## config.mk

```make
export PLATFORM = sky130hd
export DESIGN_NAME = sdram_burst_colgen
export DESIGN_NICKNAME = d
export VERILOG_FILES = /design/src/rtl/colgen_pkg.sv /design/src/rtl/colgen_cfg_dec.sv /design/src/rtl/colgen_addr.sv /design/src/rtl/sdram_burst_colgen.sv
export SDC_FILE = /design/constraint.sdc
export NUM_CORES = 1
export LEC_CHECK = 0
export BUFFER_PORTS_ARGS = -buffer_cell sky130_fd_sc_hd__buf_2
export CAP_MARGIN = 10
export CORE_ASPECT_RATIO = 1.1
export CORE_UTILIZATION = 35
export CTS_CLUSTER_DIAMETER = 40
export DETAILED_ROUTE_END_ITERATION = 16
export SETUP_SLACK_MARGIN = 0.15
export SLEW_MARGIN = 15
export SYNTH_ARGS = -nofsm -noshare
export SYNTH_HDL_FRONTEND = slang
export SYNTH_SLANG_ARGS = --single-unit
```

## constraint.sdc

```tcl
create_clock -name clk -period 2.8 [get_ports clk]
set_clock_uncertainty 0.15 [all_clocks]
set_input_delay 0.56 -clock clk [delete_from_list [all_inputs] [get_ports clk]]
set_output_delay 0.56 -clock clk [all_outputs]
set_load 0.05 [all_outputs]
```

## src/rtl/colgen_pkg.sv

```systemverilog
package colgen_pkg;

    // Burst length selector as seen on len_i
    typedef enum logic [1:0] {
        LEN_FOUR   = 2'b00,
        LEN_EIGHT  = 2'b01,
        LEN_PAGE_A = 2'b10,
        LEN_PAGE_B = 2'b11
    } len_code_e;

    // Decoded per-burst attributes held while a burst is running
    typedef struct packed {
        logic page;    // open-ended linear burst
        logic ilv;     // interleaved ordering in effect
        logic single;  // one-beat write
        logic err;     // page length requested with interleave
    } burst_attr_t;

endpackage

```

## src/rtl/colgen_cfg_dec.sv

```systemverilog
module colgen_cfg_dec
    import colgen_pkg::*;
#(
    parameter int COL_W = 8
) (
    input  logic [1:0]       len_i,
    input  logic             ilv_i,
    input  logic             wr_i,
    input  logic             wr_single_i,
    output burst_attr_t      attr_o,
    output logic [COL_W-1:0] wrap_mask_o,
    output logic [COL_W-1:0] final_idx_o
);

    localparam logic [COL_W-1:0] MASK_FOUR  = COL_W'(3);
    localparam logic [COL_W-1:0] MASK_EIGHT = COL_W'(7);
    localparam logic [COL_W-1:0] MASK_PAGE  = {COL_W{1'b1}};

    logic page_req;
    logic one_beat;

    always_comb begin
        one_beat = wr_i & wr_single_i;
        unique case (len_code_e'(len_i))
            LEN_FOUR:  begin page_req = 1'b0; wrap_mask_o = MASK_FOUR;  end
            LEN_EIGHT: begin page_req = 1'b0; wrap_mask_o = MASK_EIGHT; end
            default:   begin page_req = 1'b1; wrap_mask_o = MASK_PAGE;  end
        endcase

        attr_o.single = one_beat;
        attr_o.page   = page_req & ~one_beat;
        attr_o.ilv    = ilv_i & ~page_req;
        attr_o.err    = page_req & ilv_i & ~one_beat;

        final_idx_o   = one_beat ? '0 : wrap_mask_o;
    end

endmodule

```

## src/rtl/colgen_addr.sv

```systemverilog
module colgen_addr #(
    parameter int COL_W = 8
) (
    input  logic [COL_W-1:0] base_i,
    input  logic [COL_W-1:0] mask_i,
    input  logic [COL_W-1:0] idx_i,
    input  logic             ilv_i,
    output logic [COL_W-1:0] col_o
);

    logic [COL_W-1:0] lin_sum;
    logic [COL_W-1:0] xor_val;

    assign lin_sum = base_i + idx_i;
    assign xor_val = base_i ^ idx_i;

    for (genvar b = 0; b < COL_W; b++) begin : g_bit
        assign col_o[b] = mask_i[b] ? (ilv_i ? xor_val[b] : lin_sum[b]) : base_i[b];
    end

endmodule

```

## src/rtl/sdram_burst_colgen.sv

```systemverilog
module sdram_burst_colgen
    import colgen_pkg::*;
#(
    parameter int COL_W = 8
) (
    input  logic             clk,
    input  logic             rst_n,
    input  logic             go_i,
    input  logic [COL_W-1:0] start_col_i,
    input  logic [1:0]       len_i,
    input  logic             ilv_i,
    input  logic             wr_i,
    input  logic             wr_single_i,
    input  logic             stop_i,
    output logic [COL_W-1:0] col_o,
    output logic             beat_vld_o,
    output logic             beat_last_o,
    output logic             cfg_err_o
);

    typedef struct packed {
        logic             vld;
        burst_attr_t      attr;
        logic [COL_W-1:0] base;
        logic [COL_W-1:0] mask;
        logic [COL_W-1:0] fin;
        logic [COL_W-1:0] idx;
    } seq_state_t;

    seq_state_t  st_q, st_d;
    burst_attr_t dec_attr;
    logic [COL_W-1:0] dec_mask;
    logic [COL_W-1:0] dec_fin;
    logic        at_final;

    colgen_cfg_dec #(.COL_W(COL_W)) u_dec (
        .len_i       (len_i),
        .ilv_i       (ilv_i),
        .wr_i        (wr_i),
        .wr_single_i (wr_single_i),
        .attr_o      (dec_attr),
        .wrap_mask_o (dec_mask),
        .final_idx_o (dec_fin)
    );

    colgen_addr #(.COL_W(COL_W)) u_addr (
        .base_i (st_q.base),
        .mask_i (st_q.mask),
        .idx_i  (st_q.idx),
        .ilv_i  (st_q.attr.ilv),
        .col_o  (col_o)
    );

    assign at_final = st_q.vld & ~st_q.attr.page & (st_q.idx == st_q.fin);

    always_comb begin
        st_d = st_q;
        if (go_i) begin
            st_d.vld  = 1'b1;
            st_d.attr = dec_attr;
            st_d.base = start_col_i;
            st_d.mask = dec_mask;
            st_d.fin  = dec_fin;
            st_d.idx  = '0;
        end else if (st_q.vld) begin
            if (stop_i || at_final) begin
                st_d.vld = 1'b0;
            end else begin
                st_d.idx = st_q.idx + 1'b1;
            end
        end
    end

    always_ff @(posedge clk or negedge rst_n) begin
        if (!rst_n) begin
            st_q <= '0;
        end else begin
            st_q <= st_d;
        end
    end

    assign beat_vld_o  = st_q.vld;
    assign beat_last_o = at_final;
    assign cfg_err_o   = st_q.vld & st_q.attr.err;

endmodule

```

==> Word-level counts from Yosys, hierarchy flattened <==
Index checks and enable logic that the tools add are counted.
{ "word_totals": {"ramBits": 0, "latch_bits": 0, "output_inout_bits": 11, "input_bits": 17, "rom_bits": 0, "n_memories": 0, "register_bits": 36, "elab_cells": 54} }
{ "op_classes": {"mux": 25, "add_sub_neg": 2, "n_bitwise": 11, "reduce_logical": 5, "n_mul": 0, "magnitude_cmp": 0, "n_eq_ne": 3, "shifts": 0, "div_mod_pow": 0} }
{ "op_table": {"columns": ["operator", "n"], "rows": [
  ["$mux 8", 4],
  ["$mux 1", 20],
  ["$pmux 8 s2", 1],
  ["$add 8x1->8 const B", 1],
  ["$add 8x8->8", 1],
  ["$and 1x1->1", 8],
  ["$eq 8x8->1", 1],
  ["$xor 8x8->8", 1],
  ["$eq 2x1->1 const B", 1],
  ["$logic_not 2->1", 1],
  ["$ne 2x2->1 const B", 1],
  ["$not 1->1", 2],
  ["$reduce_and 2->1", 1],
  ["$reduce_bool 2->1", 1],
  ["$reduce_or 2->1", 1],
  ["$logic_or 1x1->1", 1]
]} }

==> Logic depth before layout (Yosys ltp) <==
{ "logic_depth": {"depth_word": 7, "mapped_depth": 8, "depth_no_buf": 8} }

==> Hierarchy <==
Synthesis repeated with hierarchy kept, for this count alone.
{ "unflattened": {"cells_unflattened": 202, "hier_area_um2": 2177.1} }
{ "modules_own_cells": {"columns": ["mod", "n_inst", "seq_area_each_um2", "cells_per_inst", "area_each_um2"], "rows": [
  ["sdram_burst_colgen", 1, 900.9, 118, 1585.3],
  ["colgen_addr", 1, 0.0, 61, 430.4],
  ["colgen_cfg_dec", 1, 0.0, 23, 161.4]
]} }

==> Least setup slack after synthesis <==
Ideal clock, no wire load.
{ "synth_timing": {"path_kind": "flip-flop to output port", "from": "reg st_q[0] (netlist bit)", "to": "out col_o[4]", "stages_incl_launch_ff": 8, "required_time_ps": 2090, "setup_slack_ps": -236, "arrival_time_ps": 2326, "path_cell_list": "dfrtp_1 -> ha_1 -> inv_1 -> fa_1 -> nand2b_1 -> a211oi_1 -> xnor2_1 -> a21oi_1"} }
{ "synth_via": {"elab_chain_len": 3} }
{ "synth_rtl": {"columns": ["element", "line_no", "rtl"], "rows": [
  ["from (decl)", "sdram_burst_colgen.sv:30", "seq_state_t st_q, st_d;"],
  ["from (signal assigned)", "sdram_burst_colgen.sv:78", "st_q <= st_d;"],
  ["$add 8x8->8", "colgen_addr.sv:14", "assign lin_sum = base_i + idx_i;"],
  ["$mux 1 (2 in series)", "colgen_addr.sv:18", "assign col_o[b] = mask_i[b] ? (ilv_i ? xor_val[b] : lin_sum[b]) : base_i[b];"],
  ["to (decl)", "sdram_burst_colgen.sv:15", "output logic [COL_W-1:0] col_o,"]
]} }
No other way between the ends.

==> Final worst setup path <==
{ "layout_timing": {"from": "reg st_q[24] (netlist bit)", "to": "out col_o[6]"} }
Same word-level chain as after synthesis.

==> run metrics <==
die area roughly 4500 sq um; fraction of layout cells with a size suffix above 1 between 40 and 50%; via count roughly 1300; Port Buf Inserts 27; Die X between 60 and 70 um; pwr dens roughly 470 nW/um^2; Setup crit end kind primary output; final net count between 200 and 250; Placement Setup Slack approximately 0.024 ns; ANT cells 0; DRT Pass-1 Iters 4; CTS tree yes; Pwr Total approximately 950 uW; Period Utilization, post-route 105%; total core area 4020 sq um; minimum clock period after layout just under 3 ns; placed wire-length estimate about 2400 um; fin worst setup slack -0.149 ns; clk slew on worst S/H paths 0.09 ns; Initial Util 36.8%; post-synth net total 181; Max Slew Vio Count 0; relative slew slack between 60% and 70%; H-tree levels 1; worst r2r src st_q[0]; Startpoint Class register; Longest Clk Path Bufs 2; Avg Inst Size Synth between 9 and 10 sq um; total track usage 17.2%; Reg2Reg Depth 8; Non-Filler Instances around 250; number of synthesized flops with an enable pin 0; root cell of the clock tree clkbuf_8; Worst-Margin Slew 0.584 ns; WP data arrival between 2 and 2.5 ns; fmax between 300 and 400 MHz; most frequent cells in the layout 24 x dfrtp_1, 20 x nor2_1, 20 x buf_2; outcome finished with violations; CP Class register to primary output; io pins 28; Reg2Reg Setup Slack 0.81 ns; Die Y 70.3 um; switching share of power around a third; grt total ovfl 0; Routed Wire Length 3520 um; Rows 24; GPL Wtd Cong 0.821; Synth Register Bits 25; CTS sink cnt 25; vias in the first global route approximately 1200; Post-synth ARST share 100%; Worst Path Max Fanout 2; Fin Hold WS 0.139 ns; Max-cap violations 0; Syn Inst Count between 150 and 200; Comb power frac 34.3%; final core occ roughly half; power share of the clock group 22.4%; DP Cell Count between 200 and 250; Leak about 0.0009 uW; DRT iter0 DRCs 60; synth unique cells 40; drt wl/cell about 14 um; worst vdd ir between 0.0002 and 0.00025 V; class of the worst hold path input pin to async pin; CTS Buf Count 3; Worst R2R End st_q[1]; unrepaired setup endpoints after global routing true; first-pass GRT wire length about 6000 um; Clk Latency, worst-skew pair roughly 0.26 ns; Hold Fails Final Rpt 0; Psw approximately 320 uW; failing checks negative setup slack; P_int between 600 and 700 uW; area added between synthesis and finish 36.9%; final setup fails 4; sequential fraction of the synthesis area a little over two fifths; Via density 5.06; Synthesis Warnings 0; DRC Markers 0; Post-synth top flop dfrtp_1; Post-Syn Area roughly 1500 sq um; initial antenna violation count 0; Reg power frac a little over two fifths; ANT nets after route 0; largest net degree at the start of global routing 32; commonest non-fill, non-tap cell in the layout dfrtp_1; Crit path required time about 2.1 ns
==> Yosys cell counts (2+ instances only) <==
library cell  number  area (sq um)
dfrtp_1           25           626
nor2_1            20          75.1
nand2_1           12          45.0
mux2_2            10           113
a21oi_1            9          45.0
ha_1               8           100
inv_1              7          26.3
o21ai_0            7          35.0
xnor2_1            6          52.6
xor2_1             6          52.6
nand3_1            4          20.0
a31oi_1            3          18.8
a211oi_1           2          15.0
and2_1             2          12.5
and4_1             2          17.5
clkbuf_1           2          7.51
nand2b_1           2          12.5
nand4_1            2          12.5
nor3_1             2          10.0
nor3b_1            2          15.0
o22ai_1            2          12.5
or3_1              2          12.5
==> power by group through the flow <==
| stage | registers [uW] | logic [uW] | clock network [uW] |
|---|---|---|---|
| after floorplan | 412 | 199 | 0 |
| after global placement | 414 | 262 | 0 |
| after detailed placement | 416 | 266 | 0 |
| after CTS | 410 | 307 | 224 |
| after global routing | 414 | 350 | 241 |
| final | 410 | 325 | 212 |
==> sequential cells by signal (all words and copies together), names as in the netlist <==
register and cells:
beat_vld_o 1, st_q 24
==> worst max-delay path, stage by stage, from the launching register on <==
cell,delay (ns)
dfrtp_1,0.37
ha_2,0.19
inv_2,0.04
fa_2,0.33
nand2b_4,0.15
a211oi_2,0.20
a31oi_1,0.13
xnor2_1,0.14
mux2_4,0.26
buf_6,0.15
==> per-stage QoR <==
stage	TNS [ns]	area, sq um
floorplan	0	1540
global placement	0	1760
detailed placement	0	1760
CTS	-0.213	1970
global route	-0.703	2030
finish	-0.365	2030
==> cell type report <==
type / instances / area [sq um]
clock buffers: 4 / 45.0
multi-input cells: 117 / 933
fillers: 378 / 1990
repair buffers: 47 / 329
inverters: 8 / 30.0
well taps: 52 / 65.1
flip-flops and latches: 25 / 627
==> logic make-up (layout without fill, tap and decap cells) <==
family,Yosys count,after routing,share of synthesized area (%)
flops,25,25,42.2
xor+xnor,12,12,7.09
compound gates,30,30,12.6
mux,11,11,8.27
buf+inv,13,59,3.88
fa+ha+maj,9,9,8.10
simple gates,55,55,17.9
==> worst max-delay path by stage <==
| stage | from | end | slack (ns) |
|---|---|---|---|
| floorplan | st_q[0] | col_o[6] | 0.14 |
| global placement | st_q[24] | col_o[6] | 0.05 |
| detailed placement | st_q[24] | col_o[6] | 0.02 |
| CTS | st_q[24] | col_o[6] | -0.15 |
| global route | st_q[24] | col_o[6] | -0.25 |
| finish | st_q[24] | col_o[6] | -0.15 |
==> repair_timing <==
item | CTS | global route
setup endpoints to repair | 6 | 7
hold buffers | 0 | 0
setup buffers | 10 | 4
gates resized for setup | 18 | 9
gates cloned | 0 | 0
pin swaps | 8 | 5
==> metal layers <==
metal  global-route usage [%]  vias up  routed length, um
met2                     30.4       31               1840
met4                     6.06        0                 47
met3                     1.96        4                 97
met5                        0        -                  0
met1                     21.3      610               1530
li1                         -      634                  -
No activity file was read; power rests on OpenSTA's default activity.
